[src/rtl/sysop_pkg.sv]
package sysop_pkg;
  localparam int KIND_W = 6;
  localparam int SIZE_W = 3;
  localparam int PRIV_W = 2;

  // Kind vector bit positions (decoded by the neighbouring decode stage)
  localparam int K_WAIT    = 0;
  localparam int K_VMFENCE = 1;
  localparam int K_HVFENCE = 2;
  localparam int K_HLOAD   = 3;
  localparam int K_HSTORE  = 4;
  localparam int K_HXLOAD  = 5;

  typedef enum logic [PRIV_W-1:0] {
    LVL_USER = 2'd0,
    LVL_SUP  = 2'd1,
    LVL_RSVD = 2'd2,
    LVL_MACH = 2'd3
  } level_e;

  // Access size codes
  localparam logic [SIZE_W-1:0] SZ_UHALF = 3'd3;
  localparam logic [SIZE_W-1:0] SZ_UWORD = 3'd5;
  localparam logic [SIZE_W-1:0] SZ_BAD   = 3'd7;

  typedef struct packed {
    logic ok;
    logic halt;
    logic flush;
    logic xlate;
  } verdict_t;

  // Reserved level folds onto user
  function automatic level_e norm_level(logic [PRIV_W-1:0] p);
    level_e l;
    case (p)
      2'd1:    l = LVL_SUP;
      2'd3:    l = LVL_MACH;
      default: l = LVL_USER;
    endcase
    return l;
  endfunction

  function automatic logic size_ok_plain(logic [SIZE_W-1:0] s);
    return s != SZ_BAD;
  endfunction

  function automatic logic size_ok_exec(logic [SIZE_W-1:0] s);
    return (s == SZ_UHALF) || (s == SZ_UWORD);
  endfunction
endpackage

[src/rtl/sysop_size_chk.sv]
module sysop_size_chk
  import sysop_pkg::*;
(
  input  logic [KIND_W-1:0] kind,
  input  logic [SIZE_W-1:0] size,
  output logic              size_ok
);
  logic plain_ok;
  logic exec_ok;

  always_comb begin
    plain_ok = size_ok_plain(size);
    exec_ok  = size_ok_exec(size);
  end

  // Only hypervisor accesses carry a size; other kinds pass
  always_comb begin
    if (kind[K_HXLOAD])
      size_ok = exec_ok;
    else if (kind[K_HLOAD] || kind[K_HSTORE])
      size_ok = plain_ok;
    else
      size_ok = 1'b1;
  end
endmodule

[src/rtl/sysop_rules.sv]
module sysop_rules
  import sysop_pkg::*;
(
  input  logic [KIND_W-1:0] kind,
  input  logic [PRIV_W-1:0] priv,
  input  logic              virt,
  input  logic              tw,
  input  logic              tvm,
  input  logic              hu,
  input  logic              size_ok,
  output verdict_t          verdict,
  output logic              kind_onehot
);
  level_e lvl;
  logic   in_m, in_s, in_u;
  logic   wait_ok, vmf_ok, hvf_ok, hacc_ok;
  logic   is_hacc;

  always_comb begin
    lvl  = norm_level(priv);
    in_m = (lvl == LVL_MACH);
    in_s = (lvl == LVL_SUP);
    in_u = (lvl == LVL_USER);
  end

  // Per-kind privilege rules
  always_comb begin
    wait_ok = !virt && !(in_s && tw);
    vmf_ok  = in_m || (in_s && !tvm);
    hvf_ok  = in_m || (in_s && !virt);
    hacc_ok = in_m || (in_s && !virt) || (in_u && !virt && hu);
  end

  always_comb begin
    kind_onehot = $onehot(kind);
    is_hacc     = kind[K_HLOAD] || kind[K_HSTORE] || kind[K_HXLOAD];
  end

  always_comb begin
    verdict = '0;
    if (kind_onehot) begin
      if (kind[K_WAIT]) begin
        verdict.ok   = wait_ok;
        verdict.halt = wait_ok;
      end else if (kind[K_VMFENCE]) begin
        verdict.ok    = vmf_ok;
        verdict.flush = vmf_ok;
      end else if (kind[K_HVFENCE]) begin
        verdict.ok    = hvf_ok;
        verdict.flush = hvf_ok;
      end else if (is_hacc) begin
        verdict.ok    = hacc_ok && size_ok;
        verdict.xlate = hacc_ok && size_ok;
      end
    end
  end

  always_comb begin
    if (verdict.halt)  assert (kind[K_WAIT]) else $error("p_halt_kind_r2");
    if (verdict.xlate) assert (is_hacc)      else $error("p_xlate_kind_r8");
  end
endmodule

[src/rtl/sysop_xlate_hold.sv]
module sysop_xlate_hold (
  input  logic clk,
  input  logic rst_n,
  input  logic grant,
  input  logic done,
  output logic en
);
  logic en_q;
  logic en_d;

  // A new grant wins over a completion seen in the same cycle
  always_comb en_d = grant | (en_q & ~done);

  always_ff @(posedge clk or negedge rst_n) begin
    if (!rst_n) en_q <= 1'b0;
    else        en_q <= en_d;
  end

  assign en = en_q;
endmodule

[src/rtl/sysop_gate.sv]
module sysop_gate
  import sysop_pkg::*;
(
  input  logic              clk,
  input  logic              rst_n,
  input  logic              req_valid,
  input  logic [KIND_W-1:0] req_kind,
  input  logic [PRIV_W-1:0] cur_priv,
  input  logic              virt_on,
  input  logic              trap_wait,
  input  logic              trap_vm,
  input  logic              hyp_user,
  input  logic [SIZE_W-1:0] acc_size,
  input  logic              acc_done,
  output logic              allow_o,
  output logic              illegal_o,
  output logic              halt_req,
  output logic              flush_req,
  output logic              two_stage_en
);
  logic     size_ok;
  logic     kind_onehot;
  verdict_t verdict;
  logic     xlate_grant;

  sysop_size_chk u_size (
    .kind    (req_kind),
    .size    (acc_size),
    .size_ok (size_ok)
  );

  sysop_rules u_rules (
    .kind        (req_kind),
    .priv        (cur_priv),
    .virt        (virt_on),
    .tw          (trap_wait),
    .tvm         (trap_vm),
    .hu          (hyp_user),
    .size_ok     (size_ok),
    .verdict     (verdict),
    .kind_onehot (kind_onehot)
  );

  always_comb xlate_grant = req_valid && verdict.xlate;

  sysop_xlate_hold u_hold (
    .clk   (clk),
    .rst_n (rst_n),
    .grant (xlate_grant),
    .done  (acc_done),
    .en    (two_stage_en)
  );

  always_ff @(posedge clk or negedge rst_n) begin
    if (!rst_n) begin
      allow_o   <= 1'b0;
      illegal_o <= 1'b0;
      halt_req  <= 1'b0;
      flush_req <= 1'b0;
    end else begin
      allow_o   <= req_valid && verdict.ok;
      illegal_o <= req_valid && !verdict.ok;
      halt_req  <= req_valid && verdict.halt;
      flush_req <= req_valid && verdict.flush;
    end
  end

  always_comb begin
    if (!kind_onehot) assert (!verdict.ok) else $error("p_bad_kind_r9");
  end

  p_one_verdict_r1: assert property (@(posedge clk) disable iff (!rst_n)
    req_valid |=> (allow_o ^ illegal_o));
  p_quiet_r1: assert property (@(posedge clk) disable iff (!rst_n)
    !req_valid |=> !(allow_o || illegal_o || halt_req || flush_req));
  p_halt_allowed_r2: assert property (@(posedge clk) disable iff (!rst_n)
    halt_req |-> allow_o);
  p_flush_allowed_r3: assert property (@(posedge clk) disable iff (!rst_n)
    flush_req |-> allow_o && !halt_req);
  p_xlate_from_access_r5: assert property (@(posedge clk) disable iff (!rst_n)
    $rose(two_stage_en) |-> $past(req_valid && (req_kind[K_HLOAD] || req_kind[K_HSTORE] || req_kind[K_HXLOAD])));
  p_rise_with_allow_r8: assert property (@(posedge clk) disable iff (!rst_n)
    $rose(two_stage_en) |-> allow_o);
  p_fall_after_done_r8: assert property (@(posedge clk) disable iff (!rst_n)
    $fell(two_stage_en) |-> $past(acc_done));
endmodule

[config.mk]
export PLATFORM = sky130hd
export DESIGN_NAME = sysop_gate
export DESIGN_NICKNAME = d
export VERILOG_FILES = /design/src/rtl/sysop_pkg.sv /design/src/rtl/sysop_size_chk.sv /design/src/rtl/sysop_rules.sv /design/src/rtl/sysop_xlate_hold.sv /design/src/rtl/sysop_gate.sv
export SDC_FILE = /design/constraint.sdc
export NUM_CORES = 1
export LEC_CHECK = 0
export BUFFER_PORTS_ARGS = -buffer_cell sky130_fd_sc_hd__buf_2
export CORE_AREA = 2 2 39 41
export CTS_BUF_LIST = sky130_fd_sc_hd__clkbuf_8
export CTS_CLUSTER_SIZE = 40
export DETAILED_ROUTE_END_ITERATION = 10
export DIE_AREA = 0 0 41 43
export GPL_TIMING_DRIVEN = 1
export PLACE_DENSITY = 0.68
export SLEW_MARGIN = 10
export SYNTH_ARGS = -nofsm -noshare
export SYNTH_HDL_FRONTEND = slang
export SYNTH_SLANG_ARGS = --single-unit
[constraint.sdc]
create_clock -name clk -period 0.8 [get_ports clk]
set_input_delay 0.04 -clock clk [delete_from_list [all_inputs] [get_ports clk]]
set_output_delay 0.04 -clock clk [all_outputs]
set_load 0.02 [all_outputs]
=== Word level (Yosys, flattened, before mapping) ===
Index checks and enable logic that the tools add are counted.
W data, S select, Z words.

* Flip-flop bits (word level): 5
* Logic and storage cells: 58

* Add/sub/neg operators: 5
* Eq/ne operators: 8
* Multiplexer cells: 14
* Bitwise logic cells: 3
* Reductions and logical operators: 23

{| class="wikitable"
|+ Operator list
! cell !! count
|-
| $logic_and A1 B1 Y1 || 12
|-
| $mux W1 || 11
|-
| $add A1 B1 Y2 || 3
|-
| $add A3 B3 Y3 || 2
|-
| $logic_or A1 B1 Y1 || 6
|-
| $eq A2 B1 Y1 const B || 2
|-
| $eq A2 B2 Y1 const B || 2
|-
| $logic_not A1 Y1 || 4
|-
| $mux W4 || 1
|-
| $pmux W2 S2 || 1
|-
| $eq A3 B1 Y1 const B || 1
|-
| $eq A3 B2 Y1 const B || 1
|-
| $eq A3 B3 Y1 const B || 1
|-
| $ne A3 B3 Y1 const B || 1
|-
| $logic_not A2 Y1 || 1
|-
| $mux W2 || 1
|-
| $and A1 B1 Y1 || 1
|-
| $not A1 Y1 || 1
|-
| $or A1 B1 Y1 || 1
|}

=== Logic depth before layout (Yosys ltp) ===
* Word-level depth: 14
* Gate-level depth with buffers: 9
* Mapped depth without buffers: 9

=== By module ===
From an unflattened synthesis, not the netlist that was laid out.

* Cells, all modules: 46
* Area, all modules: 419.2 sq um

{| class="wikitable"
|+ Modules (own cells, without submodules)
! module !! times used !! cells an instance !! area an instance (sq um)
|-
| sysop_rules || 1 || 30 || 220.2
|-
| sysop_gate || 1 || 9 || 131.4
|-
| sysop_xlate_hold || 1 || 3 || 36.3
|-
| sysop_size_chk || 1 || 4 || 31.3
|}

=== Worst setup path before layout ===
No wires, ideal clock.

* Kind: input-to-reg
* From: in req_kind[4]
* To: reg illegal_o
* Arrival time: 1.646 ns
* Required time: 0.682 ns
* Setup slack: -0.964 ns
* Cell stages on the path: 7
* Cell sequence: ha_1 fa_1 ha_1 xor2_1 o31a_1 a31o_2 a21o_1

* Cells in the longest elaborated chain, start to end: 11
* Elaborated cells on any way between the ends: 15
* Those cells by class: 2 x add/sub; 1 x eq/ne; 7 x mux; 5 x reduce/logical

{| class="wikitable"
|+ Ends and longest elaborated chain
! item !! line !! RTL
|-
| from (decl) || sysop_gate.sv:7 || <nowiki>input logic [KIND_W-1:0] req_kind,</nowiki>
|-
| $logic_or A1 B1 Y1 || sysop_size_chk.sv:20, sysop_rules.sv:36 ||
|-
| $mux W1 || sysop_size_chk.sv:20 || <nowiki>else if (kind[K_HLOAD] || kind[K_HSTORE])</nowiki>
|-
| $mux W1 || sysop_size_chk.sv:18 || <nowiki>if (kind[K_HXLOAD])</nowiki>
|-
| $logic_and A1 B1 Y1 || sysop_rules.sv:52 || <nowiki>verdict.ok = hacc_ok && size_ok;</nowiki>
|-
| $mux W1 || sysop_rules.sv:51 || <nowiki>end else if (is_hacc) begin</nowiki>
|-
| $mux W1 || sysop_rules.sv:48 || <nowiki>end else if (kind[K_HVFENCE]) begin</nowiki>
|-
| $mux W1 || sysop_rules.sv:45 || <nowiki>end else if (kind[K_VMFENCE]) begin</nowiki>
|-
| $mux W1 || sysop_rules.sv:42 || <nowiki>if (kind[K_WAIT]) begin</nowiki>
|-
| $mux W4 (*) || sysop_rules.sv:41 || <nowiki>if (kind_onehot) begin</nowiki>
|-
| $logic_not A1 Y1 (*) || sysop_gate.sv:62 || <nowiki>illegal_o <= req_valid && !verdict.ok;</nowiki>
|-
| $logic_and A1 B1 Y1 (*) || sysop_gate.sv:62 ||
|-
| to (signal assigned) || sysop_gate.sv:62 ||
|-
| to (decl) || sysop_gate.sv:16 || <nowiki>output logic illegal_o,</nowiki>
|}

Every way passes the cells marked *; elsewhere a longest branch is shown, timed or not.

=== Worst setup path after layout ===
Ends and elaborated chain as after synthesis.

==> out/qor.txt <==
Leak -> 0.000389 uW
GRT Util Overall -> 0.145
Fillers -> 124
Core Footprint -> 1380 sq um
Clk sinks -> 5
Worst rel slew slack -> 0.734
Gp weighted congestion -> 0.698
Syn Inst Count -> 44
Final hold slack -> 0.164 ns
Setup TNS -> -3.65 ns
Die Wd -> 41 um
Syn_nets -> 69
DRC Markers -> 0
Max cap viols -> 0
Slowest cell on the critical path -> fa_1
DP Area -> 641 sq um
Reg2reg path depth -> 3
PD cells -> 1460 nW/um^2
Clock latency on the worst-skew pair -> 0.22 ns
Row cnt -> 14
Failing checks -> negative setup slack
First DRT Iteration DRCs -> 2
Data arrival time of the critical path -> 1.77 ns
Worst path most repeated cell -> ha_4
Syn-to-layout area delta -> 103%
Clk root buf -> clkbuf_8
Setup violators final -> 5
Mapped Area -> 400 sq um
Largest stage delay on the critical path -> 0.52 ns
Final core utilization -> 0.588
Ant. Diodes -> 0
CTS tree -> yes
Share of cells above drive strength 1 -> 0.610
Final WS setup -> -0.852 ns
Die area -> 1760 sq um
Slew Viols, Final -> 0
Achievable clock frequency -> 605 MHz
Register area share after synthesis -> 0.313
R2r setup slk -> 0.04 ns
RSZ-0062 raised after global routing -> true
Hold Path Class -> in2async
Synth Area per Inst -> 9.10 sq um
Initial Utilization -> 0.289
Final period utilization -> 2.07
Post-DRT Antenna Nets -> 0
Final Hold Fails -> 0
Final HPWL DP -> 862 um
Critical path startpoint category -> input port
Shortest period the worst path allows -> 1.65 ns
Worst r2r dst -> u_hold.en
Skew final -> 0 ns
Critical Path Fanout Max -> 2
R2r startpoint -> u_hold.en
Vias/cell -> 4.76
Worst path bufs/invs -> 1
Number of global-route vias before repair -> 456
H-Tree Depth -> 1
DR vias -> 466
Initial antenna violation count -> 0
# IOs -> 24
Largest net degree at the start of global routing -> 6
Die height -> 43 um
Cts bufs inserted -> 3
First-pass GRT wire length -> 1700 um
Required @ worst endpoint -> 0.91 ns
Critical path, cell by cell -> buf_8 -> ha_4 -> fa_1 -> ha_4 -> xor2_2 -> o31a_1 -> a31o_2 -> a21o_1
DR WL/cell -> 11.3 um
Port buffer count -> 23
Clock Tree Buf Depth -> 2
Total Wirelength -> 1110 um
Peak supply drop -> 0.000577 V
Grt total ovfl -> 0
Crit path kind -> in2reg
Endpoint type of the worst setup path -> register
Run status -> complete, but fails checks
Yosys reg bits -> 5
Layout Nets -> 108
Cell family with most CP delay -> adder cells
Fin area -> 813 sq um
Least-Margin Pin Slew -> 0.396 ns
Pre-CTS WS -> -1.10 ns
First-pass DRT Iterations -> 2
Count of cell types in the netlist -> 23
Synth warn -> 0
Reg clk slew, reported paths -> 0.03 ns
## stage by stage
step | cells | total power [uW]
3_5_place_dp | 90 | 626
4_1_cts | 97 | 1130
3_3_place_gp | 90 | 617
5_1_grt | 98 | 1250
6_report | 98 | 1180
2_1_floorplan | 44 | 477
## per-layer routing
layer	wire length [um]	GRT usage	up-vias
met5	0	0	-
met4	29	0.100	0
met3	91	0.0314	3
met2	548	0.225	20
met1	441	0.166	210
li1	-	-	233
## synth_stat cells
cell type,number,share of area
a21o_1,1,0.019
a21oi_1,2,0.025
a221oi_1,1,0.022
a31o_2,1,0.022
and2b_1,1,0.019
dfrtp_1,5,0.31
fa_1,2,0.10
ha_1,4,0.13
inv_1,5,0.047
nand2_1,5,0.047
nand2b_1,1,0.016
nand3_1,1,0.012
nand4_1,1,0.016
nor2_1,2,0.019
nor3_1,3,0.037
nor4_1,1,0.016
o211a_1,1,0.025
o21a_1,1,0.019
o21ai_0,2,0.025
o21ai_1,1,0.012
o31a_1,1,0.022
o32ai_1,1,0.022
xor2_1,1,0.022
## final cells by class
cell class	count	area, sq um	area share
Inverter	5	18.8	0.0231
Tap cell	16	20.0	0.0246
Clock inverter	1	3.75	0.00462
Timing Repair Buffer	34	244	0.300
Clock buffer	3	41.3	0.0508
Sequential cell	5	125	0.154
Multi-Input combinational cell	34	360	0.443
## kinds of logic (layout without fill, tap and decap cells)
family | count (synthesis) | in the layout | share of synthesized area
compound gates | 12 | 12 | 0.213
buf+inv | 5 | 43 | 0.0469
simple gates | 15 | 15 | 0.181
xor+xnor | 1 | 1 | 0.0219
flops | 5 | 5 | 0.313
fa+ha+maj | 6 | 6 | 0.225
## state kept, by name, indices dropped and copies added, names as in the netlist
name       flops
allow_o        1
halt_req       1
u_hold.en      1
illegal_o      1
flush_req      1
## how the worst max path moves through the flow
stage           startpoint         to  cells after the start
2_1_floorplan  req_kind[0]  illegal_o                      7
3_3_place_gp   req_kind[0]  illegal_o                      8
3_5_place_dp   req_kind[0]  illegal_o                      8
4_1_cts        req_kind[4]  illegal_o                      8
5_1_grt        req_kind[4]  illegal_o                      8
6_report       req_kind[4]  illegal_o                      8
## report_power, final
part           total [uW]  switching (uW)  internal, uW  leakage (uW)
Sequential            272            3.14           269     0.0000665
Clock                 460             131           329     0.0000269
Combinational         452             218           235      0.000296
## cell usage in the layout, fill, tap and decap left out, types with 2 or more instances in the layout
master         instances
a21oi_1                2
buf_2                 17
inv_2                  2
inv_1                  4
nand2_1                4
dlygate4sd3_1          2
ha_4                   4
clkbuf_8               3
dfrtp_1                5
nor3_1                 2
buf_6                  5
buf_4                  9
o21ai_0                2
## what timing repair did
action                                  4_1_cts  5_1_grt
setup buffers                                 1        1
resized for setup                             9       11
pin swaps                                     3        3
endpoints found under the setup margin        5        6
hold endpoints to repair                      6        0
hold buffers                                  2        0
Note: power is estimated with default switching activity, not from simulation.
